===== src/rtl/burst_pkg.sv =====
package burst_pkg;
  localparam int unsigned BURST_OFS_W = 2;

  typedef enum logic {
    ORD_LINEAR      = 1'b0,
    ORD_INTERLEAVED = 1'b1
  } order_e;

  function automatic logic [BURST_OFS_W-1:0] beat_step(input logic [BURST_OFS_W-1:0] b);
    return b + 1'b1;
  endfunction
endpackage


===== src/rtl/burst_load_ctl.sv =====
module burst_load_ctl #(
  parameter int unsigned ADDR_W = 17,
  parameter int unsigned OFS_W  = burst_pkg::BURST_OFS_W
) (
  input  logic                clk,
  input  logic                rst,
  input  logic                strobe_proc,
  input  logic                strobe_ctrl,
  input  logic                adv_n,
  input  logic [ADDR_W-1:0]   addr_in,
  output logic [OFS_W-1:0]    base_nx,
  output logic [OFS_W-1:0]    beat_nx,
  output logic [ADDR_W-OFS_W-1:0] upper_nx
);
  localparam int unsigned UP_W = ADDR_W - OFS_W;

  logic [OFS_W-1:0] base_q;
  logic [OFS_W-1:0] beat_q;
  logic [UP_W-1:0]  upper_q;
  logic             load;

  assign load = strobe_proc | strobe_ctrl;

  // Load takes priority over advance; idle holds state.
  always_comb begin
    base_nx  = base_q;
    beat_nx  = beat_q;
    upper_nx = upper_q;
    if (load) begin
      base_nx  = addr_in[OFS_W-1:0];
      upper_nx = addr_in[ADDR_W-1:OFS_W];
      beat_nx  = '0;
    end else if (!adv_n) begin
      beat_nx  = burst_pkg::beat_step(beat_q);
    end
  end

  always_ff @(posedge clk) begin
    if (rst) begin
      base_q  <= '0;
      beat_q  <= '0;
      upper_q <= '0;
    end else begin
      base_q  <= base_nx;
      beat_q  <= beat_nx;
      upper_q <= upper_nx;
    end
  end

  // a load restarts the beat count regardless of adv_n
  a_r3_load_restarts: assert property (@(posedge clk) disable iff (rst)
    load |=> (beat_q == '0));
  // idle cycle freezes the beat count
  a_r7_beat_frozen: assert property (@(posedge clk) disable iff (rst)
    (!load && adv_n) |=> $stable(beat_q));
endmodule


===== src/rtl/burst_order_map.sv =====
module burst_order_map #(
  parameter int unsigned OFS_W = burst_pkg::BURST_OFS_W
) (
  input  logic [OFS_W-1:0] base,
  input  logic [OFS_W-1:0] beat,
  input  burst_pkg::order_e order,
  output logic [OFS_W-1:0] ofs
);
  logic [OFS_W-1:0] lin_ofs;
  logic [OFS_W-1:0] ilv_ofs;

  // Linear: modulo add, carry discarded at the top bit.
  assign lin_ofs = base + beat;

  // Interleaved: bitwise XOR, one gate per bit.
  for (genvar i = 0; i < OFS_W; i++) begin : g_ilv
    assign ilv_ofs[i] = base[i] ^ beat[i];
  end

  assign ofs = (order == burst_pkg::ORD_INTERLEAVED) ? ilv_ofs : lin_ofs;
endmodule


===== src/rtl/burst_addr_gen.sv =====
module burst_addr_gen #(
  parameter int unsigned ADDR_W = 17
) (
  input  logic              clk,
  input  logic              rst,
  input  logic              strobe_proc,
  input  logic              strobe_ctrl,
  input  logic              adv_n,
  input  logic              order_ilv,
  input  logic [ADDR_W-1:0] addr_in,
  output logic [1:0]        ofs_out,
  output logic [ADDR_W-1:0] burst_addr
);
  localparam int unsigned OFS_W = burst_pkg::BURST_OFS_W;
  localparam int unsigned UP_W  = ADDR_W - OFS_W;

  logic [OFS_W-1:0] base_nx;
  logic [OFS_W-1:0] beat_nx;
  logic [UP_W-1:0]  upper_nx;
  logic [OFS_W-1:0] ofs_nx;
  logic [OFS_W-1:0] ofs_q;
  logic [UP_W-1:0]  upper_q;
  burst_pkg::order_e order;

  assign order = burst_pkg::order_e'(order_ilv);

  burst_load_ctl #(.ADDR_W(ADDR_W), .OFS_W(OFS_W)) load_i (
    .clk         (clk),
    .rst         (rst),
    .strobe_proc (strobe_proc),
    .strobe_ctrl (strobe_ctrl),
    .adv_n       (adv_n),
    .addr_in     (addr_in),
    .base_nx     (base_nx),
    .beat_nx     (beat_nx),
    .upper_nx    (upper_nx)
  );

  burst_order_map #(.OFS_W(OFS_W)) map_i (
    .base  (base_nx),
    .beat  (beat_nx),
    .order (order),
    .ofs   (ofs_nx)
  );

  always_ff @(posedge clk) begin
    if (rst) begin
      ofs_q   <= '0;
      upper_q <= '0;
    end else begin
      ofs_q   <= ofs_nx;
      upper_q <= upper_nx;
    end
  end

  assign ofs_out    = ofs_q;
  assign burst_addr = {upper_q, ofs_q};

  // reset clears the outputs
  a_r1_reset_clear: assert property (@(posedge clk)
    rst |=> (burst_addr == '0));
  // a load presents the captured address
  a_r2_load_addr: assert property (@(posedge clk) disable iff (rst)
    (strobe_proc || strobe_ctrl) |=> (burst_addr == $past(addr_in)));
  // idle cycle holds the address
  a_r7_suspend_hold: assert property (@(posedge clk) disable iff (rst)
    (!strobe_proc && !strobe_ctrl && adv_n) |=> $stable(burst_addr));
  // upper bits move only on a load
  a_r8_upper_hold: assert property (@(posedge clk) disable iff (rst)
    (!strobe_proc && !strobe_ctrl) |=> $stable(burst_addr[ADDR_W-1:OFS_W]));
  // linear advance is a +1 step
  a_r4_linear_step: assert property (@(posedge clk) disable iff (rst)
    (!strobe_proc && !strobe_ctrl && !adv_n && !order_ilv)
      |=> (ofs_out == 2'($past(ofs_out) + 2'd1)));
  // interleaved advance always changes the offset
  a_r5_ilv_moves: assert property (@(posedge clk) disable iff (rst)
    (!strobe_proc && !strobe_ctrl && !adv_n && order_ilv)
      |=> (ofs_out != $past(ofs_out)));
endmodule


===== config.mk =====
export PLATFORM = sky130hd
export DESIGN_NAME = burst_addr_gen
export DESIGN_NICKNAME = d
export VERILOG_FILES = /design/src/rtl/burst_pkg.sv /design/src/rtl/burst_load_ctl.sv /design/src/rtl/burst_order_map.sv /design/src/rtl/burst_addr_gen.sv
export SDC_FILE = /design/constraint.sdc
export NUM_CORES = 1
export LEC_CHECK = 0
export BUFFER_PORTS_ARGS = -buffer_cell sky130_fd_sc_hd__buf_2
export CAP_MARGIN = 20
export CORE_MARGIN = 3
export CORE_UTILIZATION = 38
export CTS_CLUSTER_DIAMETER = 80
export DETAILED_ROUTE_END_ITERATION = 12
export GPL_ROUTABILITY_DRIVEN = 0
export GPL_TIMING_DRIVEN = 0
export PLACE_DENSITY = 0.78
export RECOVER_POWER = 25
export SYNTH_ARGS = -nofsm -noshare
export SYNTH_HDL_FRONTEND = slang
export SYNTH_SLANG_ARGS = --single-unit

===== constraint.sdc =====
create_clock -name clk -period 1.4 [get_ports clk]
set_clock_uncertainty 0.05 [all_clocks]
set_input_delay 0.07 -clock clk [delete_from_list [all_inputs] [get_ports clk]]
set_output_delay 0.07 -clock clk [all_outputs]
set_load 0.005 [all_outputs]

==> results of run 1 <==
==> cell families after synthesis <==
group           synth area share
mux                       0.0252
compound gates             0.110
buf+inv                   0.0613
flops                      0.528
simple gates               0.226
xor+xnor                  0.0330
fa+ha+maj                 0.0157
==> power by group <==
| part | switching (mW) | internal (mW) | total [mW] |
|---|---|---|---|
| logic | 0.0923 | 0.122 | 0.214 |
| clock network | 0.174 | 0.111 | 0.285 |
| registers | 0.0163 | 0.634 | 0.650 |
==> synthesized netlist by cell type, drive strengths merged <==
cell type  instances  area share
xor2               1       0.011
nand2             34        0.16
inv                1      0.0047
nor2b              2       0.016
or2                1      0.0079
a21oi             16        0.10
nor2               4       0.028
a21o               1      0.0094
mux2i              2       0.025
nor3               1      0.0063
ha                 1       0.016
dfxtp             21        0.53
xnor2              2       0.022
nand2b             1      0.0079
buf                7       0.057
==> sequential cells by signal (all words and copies together) (netlist names) <==
name / cells
load_i.base_q: 2
load_i.beat_q: 2
load_i.upper_q: 15
ofs_out: 2
==> worst reg2reg max path, cell delays in order, from the launching register on <==
cell	delay [ns]
dfxtp_2	0.35
xor2_2	0.17
nor2_1	0.13
ha_2	0.18
nor2b_4	0.15
xnor2_2	0.12
mux2i_1	0.19
==> layout make-up <==
| type | count | share of cell area |
|---|---|---|
| repair buffers | 60 | 0.306 |
| well taps | 25 | 0.0247 |
| inverters | 1 | 0.00296 |
| multi-input cells | 66 | 0.277 |
| clock buffers | 4 | 0.0207 |
| plain buffers | 7 | 0.0355 |
| flip-flops and latches | 21 | 0.333 |
==> worst paths after layout <==
| path | startpoint | endpoint | slack [ns] | depth (start not counted) |
|---|---|---|---|---|
| setup / recovery | load_i.beat_q[0] | ofs_out[1] | -0.01 | 6 |
| hold / removal | strobe_proc | load_i.upper_q[9] | 0.05 | 4 |
| setup reg to reg | load_i.beat_q[0] | ofs_out[1] | -0.01 | 6 |
| hold reg to reg | load_i.upper_q[2] | load_i.upper_q[2] | 0.40 | 2 |
==> routing by layer <==
metal	part of all wire	vias up
li1	-	430
met1	0.38	396
met2	0.55	31
met3	0.062	2
met4	0.0063	0
met5	0	-
==> timing repair <==
action / 4_1_cts / 5_1_grt
pin swaps: 2 / 3
setup buffers: 1 / 1
hold buffers: 17 / 0
resized for setup: 2 / 4
setup endpoints to repair: 1 / 1
hold endpoints to repair: 17 / 0
==> impl_results.md, run 1 <==
* Outcome: finished, violations left
* Failing checks: setup timing
* GRT overflow at 0
* Vias in the first global route at around 890
* CTS Buf Count at 3
* Final Hold Fails at 0
* VDD IR max at approximately 0.55 mV
* Num Clock Sinks at 21
* Final net count at 184
* WL/cell at 12.0 um
* Fillers at 147
* Hold Worst Slack at ~0.045 ns
* Drt total wl at 2210 um
* Fin crit share at 1.01
* Vias per cell at about 4.7
* Syn Area/Cell at between 8 and 9 um2
* Total Power at ~1.1 mW
* Synth unique cells at 19
* Worst skew pair latency at 0.30 ns
* Syn nets at between 100 and 150
* # rows at 15
* Area of the multi-input gates at 352 um2
* Hpwl dp at between 1000 and 1500 um
* CTS max path bufs at 2
* Cells after Synth at between 90 and 100
* Post-route ant nets at 0
* Top Ports at 42
* Floorplan core area at 1860 um2
* Post-layout instance area at around 1300 um2
* Ratio of cells with drive above 1 in the final layout at 0.352
* Hold Crit Class: in -> reg
* PwrDens at about 910 nW/um2
* Layout area overhead at 59.3%
* CP delay by family, top: flip-flops
* Max-slew violations at 0
* Dpl ws at -0.228 ns
* RSZ-0062 raised after global routing: true
* Most Crowded Layer GR: met2
* Startpoint Class: flop
* Worst-path clk slew at approximately 0.11 ns
* Die height at 51.8 um
* DIE AREA at 2680 um2
* First-pass GRT wire length at 3560 um
* Initial DRC count at 12
* Placed cell count at 161
* Commonest cells after routing, fill and taps aside: buf_2, nand2_1, dfxtp_1, dlygate4sd3_1, a21oi_1
* Flops & latches, synth at 21
* Diode count at 0
* Sequential element share of the synthesized area at 0.528
* Pleak at around 0.63 nW
* Slew @ Worst Pin at 0.435 ns
* Setup TNS at -0.0125 ns
* Worst Path Max Fanout at 2
* Crit-path slowest cell: dfxtp_2
* Grt met2 use at 0.371
* Input/output buffers at a little over 40
* Commonest non-fill, non-tap cell in the layout: buf_2
* Initial Util at 0.428
* Fin worst setup slack at -0.0125 ns
* Root Driver: clkbuf_4
* WS Path Type: reg -> reg
* Max-cap violation count at 0
* Final Util at 0.682
* Setup violators final at 1
* Cell Area, Synth at around 800 um2
* DRT Pass-1 Iters at 4
* Synth warnings at 0
* Cell Count, Final, Fillers Out at 184
* CTS tree: yes
* H-tree Lvls at 1
* Slew HR at 0.710
* Die W at slightly above 50 um
* CP endpoint kind: flop
* Critical path data arrival time at about 1.6 ns
* Met1 usage at 0.169
* Tmin final at 1.41 ns
* Buf/Inv on CP at 0
* Reg area at 422 um2
* All-Layer GR Usage at 0.179
* Vias at between 800 and 900
* CP peak stage delay at 0.35 ns
* Pin count of the biggest net entering global routing at 12
* GR Layer Usage met3 at 0.0315
* Initial antenna violation count at 0
* Crit path cell chain: xor2_2 > nor2_1 > ha_2 > nor2b_4 > xnor2_2 > mux2i_1
* Max Clock Freq at between 700 and 800 MHz
* WP data required at approximately 1.6 ns
* Placement Cell Area at roughly 1000 um2
* Drt drc at 0
Power figures use the tool's default switching activity.
==> inputs of run 2 (changes only) <==
- CTS_BUF_LIST: not set -> sky130_fd_sc_hd__clkbuf_16
==> impl_results.md, run 2 (same netlist as run 1, synthesis figures left out) <==
* Outcome: completed
* Initial antenna violation count at 0 (unchanged)
* Post-route ant nets at 0 (unchanged)
* Final net count at 167 (-9.2%)
* Worst Path Max Fanout at 2 (unchanged)
* GRT overflow at 0 (unchanged)
* Initial DRC count at 5 (-7)
* CTS Buf Count at 3 (unchanged)
* Initial Util at 0.428 (unchanged)
* Drt total wl at 1870 um (-15%)
* DIE AREA at 2680 um2 (unchanged)
* Startpoint Class: flop
* Total Power at 1.41 mW (+23%)
* Crit-path slowest cell: dfxtp_2
* Final Util at 0.621 (-0.0613)
* RSZ-0062 raised after global routing: true
* Hpwl dp at 1380 um (unchanged)
* Hold Worst Slack at 0.0110 ns (-0.0343 ns)
* Pleak at 0.591 nW (-6.1%)
* Max-slew violations at 0 (unchanged)
* CP peak stage delay at 0.33 ns (-0.02 ns)
* Tmin final at 1.40 ns (-0.0147 ns)
* Worst Setup SP: load_i.beat_q[0]
* Hold Crit Start: addr_in[6]
* CTS tree: yes
* Input/output buffers at 41 (unchanged)
* WS Path Type: reg -> reg
* Largest register FFs at 15 (unchanged)
* WL/cell at 11.2 um (-6.6%)
* Fillers at 160 (+8.8%)
* PwrDens at 1220 nW/um2 (+35%)
* Commonest cells after routing, fill and taps aside: buf_2, nand2_1, dfxtp_1, a21oi_1, buf_4
* Die W at 51.8 um (unchanged)
* First-pass GRT wire length at 2960 um (-17%)
* CP endpoint kind: flop
* Slew @ Worst Pin at 0.407 ns (-0.0282 ns)
* Slew HR at 0.729 (+0.0188)
* WP data required at 1.53 ns (-0.06 ns)
* Vias per cell at 4.64 (-0.59%)
* Top Ports at 42 (unchanged)
* Vias in the first global route at 719 (-19%)
* Worst skew pair latency at 0.25 ns (-0.05 ns)
* Worst-path clk slew at 0.06 ns (-0.05 ns)
* Floorplan core area at 1860 um2 (unchanged)
* Crit path cell chain: xor2_2 > nor2_1 > ha_2 > nor2b_4 > xnor2_2 > mux2i_1
* Root Driver: clkbuf_16
* Ratio of cells with drive above 1 in the final layout at 0.401 (+0.0492)
* H-tree Lvls at 1 (unchanged)
* Die height at 51.8 um (unchanged)
* Vias at 775 (-9.8%)
* Setup TNS at 0 ns (+0.0125 ns)
* Worst reg2reg path startpoint: load_i.beat_q[0]
* Fin crit share at 0.998 (-0.0105)
* Commonest non-fill, non-tap cell in the layout: buf_2
* Layout area overhead at 45.0%
* Hold buffer count at cts at 0 (-17)
* DRT Pass-1 Iters at 4 (unchanged)
* Pin count of the biggest net entering global routing at 12 (unchanged)
* Diode count at 0 (unchanged)
* Max Clock Freq at 715 MHz (+1.1%)
* Final Hold Fails at 0 (unchanged)
* Num Clock Sinks at 21 (unchanged)
* Critical path data arrival time at 1.53 ns (-0.07 ns)
* Drt drc at 0 (unchanged)
* # rows at 15 (unchanged)
* VDD IR max at 0.795 mV (+45%)
* All-Layer GR Usage at 0.147 (-0.0321)
* Top reg by flops: load_i.upper_q
* Max-cap violation count at 0 (unchanged)
* Setup violators final at 0 (-1)
* CTS max path bufs at 2 (unchanged)
* Hold Crit Class: in -> reg
[run 2: changes by cell type in the layout (fill, tap and decap cells not counted)]
cell / delta
buf_4: +1
clkbuf_1: -2
clkbuf_16: +3
clkbuf_4: -3
dlygate4sd3_1: -17
inv_1: +1
[run 2: metrics by stage]
stage                     setup slack, ns  instance area [um2]  instances
final                             0.00225                 1150        167
after global routing              -0.0816                 1150        167
after CTS                         0.00531                 1120        166
after detailed placement           -0.228                 1030        161
after global placement             -0.199                 1030        161
after floorplan                    0.0202                  796         95
[run 2: path summary, 6_finish.rpt]
| kind | to | slack (ns) | cells after the start |
|---|---|---|---|
| hold / removal | load_i.upper_q[4] | 0.01 | 3 |
| hold reg to reg | load_i.upper_q[2] | 0.40 | 2 |
| setup reg to reg | ofs_out[1] | 0.002 | 6 |
| setup / recovery | ofs_out[1] | 0.002 | 6 |
[run 2: layout make-up]
class / count / area, um2 / share of cell area
repair buffers: 43 / 219 / 0.190
flip-flops and latches: 21 / 422 / 0.366
inverters: 1 / 3.75 / 0.00325
clock inverters: 1 / 3.75 / 0.00325
well taps: 25 / 31.3 / 0.0271
multi-input cells: 66 / 352 / 0.305
plain buffers: 7 / 47.5 / 0.0412
clock buffers: 3 / 75.1 / 0.0651
[run 2: per-layer routing]
layer | GRT usage | part of all wire | wire [um] | vias to the layer above
li1 | - | - | - | 391
met3 | 0.0372 | 0.073 | 137 | 2
met5 | 0 | 0 | 0 | -
met4 | 0.0524 | 0.011 | 20 | 0
met1 | 0.170 | 0.41 | 763 | 353
met2 | 0.258 | 0.51 | 950 | 29
[run 2: repair_timing]
action / 4_1_cts / 5_1_grt
pin swaps: 2 / 3
resized for setup: 1 / 7
setup endpoints to repair: 1 / 1
setup buffers: 1 / 1
[run 2: report_power, final]
| part | internal, mW | switching [mW] |
|---|---|---|
| sequential | 0.634 | 0.0160 |
| combinational | 0.0926 | 0.0829 |
| clock | 0.380 | 0.206 |
| total | 1.11 | 0.305 |
[run 2: critical path, delay by kind of cell, from the launching register on]
family        cells  cell delay [ns]
mux               1             0.19
fa+ha+maj         1             0.19
xor+xnor          2             0.29
flops             1             0.33
simple gates      2             0.28
